===== src/rtl/pla_pkg.sv =====
`timescale 1ns/1ps
// pla_pkg: shared plane-select encoding and sizing helpers for the
// programmable AND-OR array. Assumes nothing beyond integer arithmetic.
package pla_pkg;

    typedef enum logic {
        PLANE_AND = 1'b0,
        PLANE_OR  = 1'b1
    } plane_e;

    // Larger of two sizes.
    function automatic int max2(input int a, input int b);
        return (a > b) ? a : b;
    endfunction

    // Address bits needed for v entries, never below one.
    function automatic int idx_bits(input int v);
        return (v <= 2) ? 1 : $clog2(v);
    endfunction

endpackage


===== src/rtl/pla_cfg_store.sv =====
`timescale 1ns/1ps
// pla_cfg_store: holds the product-plane row words and, in the programmable
// variant, the per-output row masks. Writes land on the rising edge.
// Assumes cfg_data carries the row word / mask in its low bits.
module pla_cfg_store
    import pla_pkg::*;
#(
    parameter int N_IN     = 4,
    parameter int N_ROW    = 8,
    parameter int N_OUT    = 2,
    parameter bit FIXED_OR = 1'b0,
    parameter int AW       = 3,
    parameter int DW       = 8
) (
    input  logic                              clk,
    input  logic                              rst_n,
    input  logic                              cfg_we,
    input  plane_e                            cfg_plane,
    input  logic [AW-1:0]                     cfg_addr,
    input  logic [DW-1:0]                     cfg_data,
    output logic [N_ROW-1:0][2*N_IN-1:0]      and_q,
    output logic [N_OUT-1:0][N_ROW-1:0]       or_q
);

    localparam int RW = 2 * N_IN;

    genvar r;
    generate
        for (r = 0; r < N_ROW; r++) begin : g_row
            // Load one product row when addressed, clear on reset.
            always_ff @(posedge clk) begin
                if (!rst_n) begin
                    and_q[r] <= '0;
                end else if (cfg_we && cfg_plane == PLANE_AND && cfg_addr == AW'(r)) begin
                    and_q[r] <= cfg_data[RW-1:0];
                end
            end
        end
    endgenerate

    genvar k;
    generate
        if (FIXED_OR) begin : g_fixed
            // Output plane is hard-wired downstream; no storage here.
            assign or_q = '0;
        end else begin : g_prog
            for (k = 0; k < N_OUT; k++) begin : g_out
                // Load one output mask when addressed, clear on reset.
                always_ff @(posedge clk) begin
                    if (!rst_n) begin
                        or_q[k] <= '0;
                    end else if (cfg_we && cfg_plane == PLANE_OR && cfg_addr == AW'(k)) begin
                        or_q[k] <= cfg_data[N_ROW-1:0];
                    end
                end
            end
        end
    endgenerate

endmodule


===== src/rtl/pla_and_plane.sv =====
`timescale 1ns/1ps
// pla_and_plane: forms one product term per row from the stored literal
// enables. Bit 2i enables input i true, bit 2i+1 enables it inverted.
// A row with no enables is forced to 0. Purely combinational.
module pla_and_plane #(
    parameter int N_IN  = 4,
    parameter int N_ROW = 8
) (
    input  logic [N_ROW-1:0][2*N_IN-1:0] and_q,
    input  logic [N_IN-1:0]              in_bits,
    output logic [N_ROW-1:0]             row_term
);

    genvar r;
    generate
        for (r = 0; r < N_ROW; r++) begin : g_row
            logic [N_IN-1:0] t_en;
            logic [N_IN-1:0] c_en;

            // Split the row word into true and inverted enable vectors.
            always_comb begin
                for (int i = 0; i < N_IN; i++) begin
                    t_en[i] = and_q[r][2*i];
                    c_en[i] = and_q[r][2*i+1];
                end
            end

            // AND of all enabled literals, gated off for an empty row.
            assign row_term[r] = (|and_q[r])
                               & (&(~t_en | in_bits))
                               & (&(~c_en | ~in_bits));
        end
    endgenerate

endmodule


===== src/rtl/pla_or_plane.sv =====
`timescale 1ns/1ps
// pla_or_plane: sums product terms into outputs. Programmable variant uses
// a per-output row mask; fixed variant gives output k rows k*G..k*G+G-1.
// Assumes N_ROW is a multiple of N_OUT for the fixed variant.
module pla_or_plane #(
    parameter int N_ROW    = 8,
    parameter int N_OUT    = 2,
    parameter bit FIXED_OR = 1'b0
) (
    input  logic [N_ROW-1:0]            row_term,
    input  logic [N_OUT-1:0][N_ROW-1:0] or_q,
    output logic [N_OUT-1:0]            out_bits
);

    localparam int GRP = N_ROW / N_OUT;

    genvar k;
    generate
        if (FIXED_OR) begin : g_fixed
            for (k = 0; k < N_OUT; k++) begin : g_out
                // Hard-wired group of rows per output.
                assign out_bits[k] = |row_term[k*GRP +: GRP];
            end
        end else begin : g_prog
            for (k = 0; k < N_OUT; k++) begin : g_out
                // Rows selected by this output's mask.
                assign out_bits[k] = |(row_term & or_q[k]);
            end
        end
    endgenerate

endmodule


===== src/rtl/pla_array.sv =====
`timescale 1ns/1ps
// pla_array: top of the programmable AND-OR array. Configuration is clocked,
// the input-to-output path is combinational. FIXED_OR selects the variant
// with a hard-wired output plane.
module pla_array
    import pla_pkg::*;
#(
    parameter int N_IN     = 4,
    parameter int N_ROW    = 8,
    parameter int N_OUT    = 2,
    parameter bit FIXED_OR = 1'b0,
    localparam int AW      = max2(idx_bits(N_ROW), idx_bits(N_OUT)),
    localparam int DW      = max2(2 * N_IN, N_ROW)
) (
    input  logic             clk,
    input  logic             rst_n,
    input  logic             cfg_we,
    input  logic             cfg_sel_or,
    input  logic [AW-1:0]    cfg_addr,
    input  logic [DW-1:0]    cfg_data,
    input  logic [N_IN-1:0]  in_bits,
    output logic [N_OUT-1:0] out_bits
);

    logic [N_ROW-1:0][2*N_IN-1:0] and_q;
    logic [N_OUT-1:0][N_ROW-1:0]  or_q;
    logic [N_ROW-1:0]             row_term;
    plane_e                       cfg_plane;

    // Map the plain select pin onto the plane encoding.
    assign cfg_plane = plane_e'(cfg_sel_or);

    pla_cfg_store #(
        .N_IN(N_IN), .N_ROW(N_ROW), .N_OUT(N_OUT),
        .FIXED_OR(FIXED_OR), .AW(AW), .DW(DW)
    ) u_store (
        .clk(clk), .rst_n(rst_n), .cfg_we(cfg_we), .cfg_plane(cfg_plane),
        .cfg_addr(cfg_addr), .cfg_data(cfg_data),
        .and_q(and_q), .or_q(or_q)
    );

    pla_and_plane #(.N_IN(N_IN), .N_ROW(N_ROW)) u_and (
        .and_q(and_q), .in_bits(in_bits), .row_term(row_term)
    );

    pla_or_plane #(.N_ROW(N_ROW), .N_OUT(N_OUT), .FIXED_OR(FIXED_OR)) u_or (
        .row_term(row_term), .or_q(or_q), .out_bits(out_bits)
    );

endmodule


===== config.mk =====
export PLATFORM = sky130hd
export DESIGN_NAME = pla_array
export DESIGN_NICKNAME = d
export VERILOG_FILES = /design/src/rtl/pla_pkg.sv /design/src/rtl/pla_cfg_store.sv /design/src/rtl/pla_and_plane.sv /design/src/rtl/pla_or_plane.sv /design/src/rtl/pla_array.sv
export SDC_FILE = /design/constraint.sdc
export NUM_CORES = 1
export LEC_CHECK = 0
export ABC_AREA = 1
export BUFFER_PORTS_ARGS = -buffer_cell sky130_fd_sc_hd__clkbuf_2
export CORE_MARGIN = 8
export CORE_UTILIZATION = 40
export CTS_CLUSTER_DIAMETER = 150
export CTS_CLUSTER_SIZE = 40
export DETAILED_ROUTE_END_ITERATION = 8
export PLACE_DENSITY_LB_ADDON = 0.3
export SLEW_MARGIN = 20
export SYNTH_ARGS = -nofsm -noshare
export SYNTH_HDL_FRONTEND = slang
export SYNTH_SLANG_ARGS = --single-unit

===== constraint.sdc =====
create_clock -name clk -period 1.65 [get_ports clk]
set_input_delay 0.165 -clock clk [delete_from_list [all_inputs] [get_ports clk]]
set_output_delay 0.165 -clock clk [all_outputs]
set_load 0.02 [all_outputs]

==> impl_metrics.env <==
export IMPL_htree_num_levels=3
export IMPL_rsz0062_at_grt="yes"
export IMPL_holdWs_ns=0.250
export IMPL_n_antenna_cell=0
export IMPL_path_cells="nor2_1 > nand4_1 > nand4_1 > nand2_1 > nor2_2 > nand2_1 > clkbuf_2"
export IMPL_dr_pass1_iters=4
export IMPL_cap_viol_max_count=0
export IMPL_cp_max_fo=3
export IMPL_cts_made_buffers=9
export IMPL_tritoncts="done"
export IMPL_fp_row_count=34
export IMPL_max_freq_mhz=602
export IMPL_r2r_start="u_store.and_q[25]"
export IMPL_tightest_slew_ns=0.527
export IMPL_synth_top_area_cell="dfxtp_1"
export IMPL_synth_simple_area_share_pct=38.4
export IMPL_yosys_warnings=0
export IMPL_drcViolationCount=0
export IMPL_nNetsFinal=596
export IMPL_crit_arrival_ns=1.50
export IMPL_p_sw_share_pct=24.4
export IMPL_hpwlAfterDp_mm=6.93
export IMPL_drv_slew=0
export IMPL_initial_core_util_pct=41.3
export IMPL_die_y_um=111
export IMPL_synthDistinctLibCells=14
export IMPL_syn_cell_area_mm2=0.00362
export IMPL_vias_per_cell=5.11
export IMPL_grt_pass1_vias=3214
export IMPL_ant_nets=0
export IMPL_seq_power_share_pct=49.4
export IMPL_total_power_mw=4.06
export IMPL_antenna_found_initial=0
export IMPL_r2r_cells=2
export IMPL_min_period_ns=1.66
export IMPL_io_buffers=20
export IMPL_hold_depth=3
export IMPL_drive_gt1_share_pct=11.9
export IMPL_post_cts_buffers=0
export IMPL_pwr_share_clk_pct=41.8
export IMPL_failed_checks="negative setup slack"
export IMPL_core_area_mm2=0.00876
export IMPL_cts_buffer_depth=2
export IMPL_max_stage_delay_ns=0.34
export IMPL_cts_root_buf="clkbuf_8"
export IMPL_synth_xor_area_share_pct=0
export IMPL_synth_seq_cells=80
export IMPL_n_fill_cell=937
export IMPL_startpoint_type="flop"
export IMPL_stdcell_count=688
export IMPL_gr_total_overflow=0
export IMPL_synthAdderAreaFrac_pct=0
export IMPL_cts_hold_buf=0
export IMPL_status="finished, violations left"
export IMPL_finalSetupViolCount=1
export IMPL_finalCritPeriodShare_pct=101
export IMPL_peakVddDrop_mv=0.467
export IMPL_area_delta_synth_final_pct=12.6
export IMPL_clk_pin_slew_worst_paths_ns=0.08
export IMPL_switchingPower_mw=0.988
export IMPL_combPwrFrac_pct=8.8
export IMPL_multiInputGateArea_mm2=0.00185
export IMPL_die_area_mm2=0.0124
export IMPL_place_congestion=0.874
export IMPL_worst_setup_path_end_kind="output port"
export IMPL_crit_slowest_cell="dfxtp_1"
export IMPL_syn_area_per_cell_um2=6.44
export IMPL_syn_instance_count=562
export IMPL_seq_area_mm2=0.00161
export IMPL_synth_nets=581
export IMPL_cts_num_sinks=80
export IMPL_placed_cells=674
export IMPL_hold_path_endpoint="u_store.and_q[31]"
export IMPL_synthMuxAreaShare_pct=0
export IMPL_grt_pass1_wl_mm=16.9
export IMPL_yosysSeqAreaShare_pct=44.2
export IMPL_clk_latency_ns=0.36
export IMPL_relSlewSlack_pct=64.8
export IMPL_wl_per_cell_um=14.9
export IMPL_skew_ns=0
export IMPL_powerDensity_mw_per_mm2=995
export IMPL_p_int_mw=3.07
export IMPL_synth_top_family_by_area="simple AND/OR/NAND/NOR gates"
export IMPL_finalHoldViolations=0
export IMPL_drt_total_wl_mm=10.3
export IMPL_grt_usage_pct=16.8
export IMPL_worstPathRequired_ns=1.48
export IMPL_grt_max_degree=61
export IMPL_timing_final_ws_setup_ns=-0.0117
export IMPL_synth_top_area_share_pct=44.2
export IMPL_synthTopCellsByArea="dfxtp_1, nor2_1, nand2_1"
export IMPL_die_width_um=111
export IMPL_startpoint="u_store.and_q[32]"
export IMPL_final_util_pct=46.5
export IMPL_synth_compound_area_share_pct=12.2
export IMPL_pin_count=21
export IMPL_r2r_setup_slack_ns=0.97
export IMPL_r2r_end="u_store.and_q[25]"
export IMPL_drt_iter0_markers=238
export IMPL_criticalPathCategory="reg -> out"
export IMPL_dr_total_vias=3514
export IMPL_worstHoldStart="cfg_data[7]"
export IMPL_min_path_type="in -> reg"
export IMPL_leakagePower_nw=1.78
==> power by group through the flow <==
stage,sequential (mW),combinational (mW),clock (mW)
6_report,2.00,0.357,1.70
5_1_grt,2.01,0.400,1.80
4_1_cts,2.00,0.352,1.73
3_5_place_dp,2.05,0.349,0
3_3_place_gp,2.05,0.345,0
2_1_floorplan,2.04,0.230,0
==> flip-flops by register name, summed over array words and instances (netlist names) <==
| register | count |
|---|---|
| u_store.or_q | 16 |
| u_store.and_q | 64 |
==> how the worst max path moves through the flow <==
stage	endpoint	slack, ns	cells after the start
CTS	out_bits[0]	-0.02	7
global placement	out_bits[0]	0.10	10
floorplan	out_bits[0]	0.49	9
detailed placement	out_bits[0]	0.06	10
global route	out_bits[1]	-0.09	7
finish	out_bits[0]	-0.01	7
==> logic make-up after synthesis <==
group                  after synthesis
AND/OR/NAND/NOR                    345
AO/OA/AOI/OAI                       88
flip-flops                          80
buffers and inverters               49
==> Yosys cell counts <==
cell,n
a21oi_1,8
buf_2,5
clkbuf_1,16
dfxtp_1,80
inv_1,18
inv_2,10
nand2_1,113
nand2_2,5
nand3_1,1
nand4_1,24
nor2_1,198
nor2_2,2
nor2_4,2
o21ai_0,80
==> area by class of cell <==
cell class              count  area share (%)
flip-flops and latches     80            39.4
clock buffers              10            3.13
repair buffers             25            3.83
multi-input cells         433            45.4
clock inverters             4            2.33
inverters                  28            2.58
well taps                 108            3.31
==> repair_timing <==
item                       in CTS  in global routing
resized for setup               3                 13
pin swaps                       1                  5
setup endpoints to repair       2                  2
==> layer usage <==
metal	part of all wire (%)	global-route usage, %	up-vias
li1	-	-	1816
met1	49	23.0	1587
met2	43	25.6	94
met3	6.3	3.90	17
met4	1.4	4.80	0
met5	0	0	-
==> per-stage QoR <==
step	setup WS (ns)	instance area [um2]	TNS, ns
finish	-0.0117	4080	-0.0117
global route	-0.0948	4080	-0.189
CTS	-0.0240	4050	-0.0278
detailed placement	0.0640	3820	0
global placement	0.101	3820	0
floorplan	0.493	3620	0
==> layout by cell type, fill, tap and decap left out <==
| master | synthesis | routed |
|---|---|---|
| nand4_1 | 24 | 24 |
| nand2_2 | 5 | 5 |
| nand2_1 | 113 | 113 |
| clkbuf_2 | 0 | 19 |
| nand3_1 | 1 | 1 |
| nor2_1 | 198 | 191 |
| dfxtp_1 | 80 | 75 |
| nor2_4 | 2 | 3 |
| clkbuf_1 | 16 | 1 |
| bufinv_16 | 0 | 3 |
| a21oi_1 | 8 | 8 |
| clkbuf_8 | 0 | 9 |
| buf_4 | 0 | 4 |
| buf_12 | 0 | 1 |
| inv_2 | 10 | 10 |
| buf_6 | 0 | 1 |
| o21ai_0 | 80 | 80 |
| clkinv_2 | 0 | 1 |
| inv_1 | 18 | 18 |
| dfxtp_2 | 0 | 5 |
| nor2_2 | 2 | 8 |
==> critical path: cells and delay by family (launching register included) <==
| kind | cells | cell delay (ns) |
|---|---|---|
| buf+inv | 1 | 0.16 |
| flops | 1 | 0.34 |
| simple gates | 6 | 0.66 |
Power figures use the tool's default switching activity.
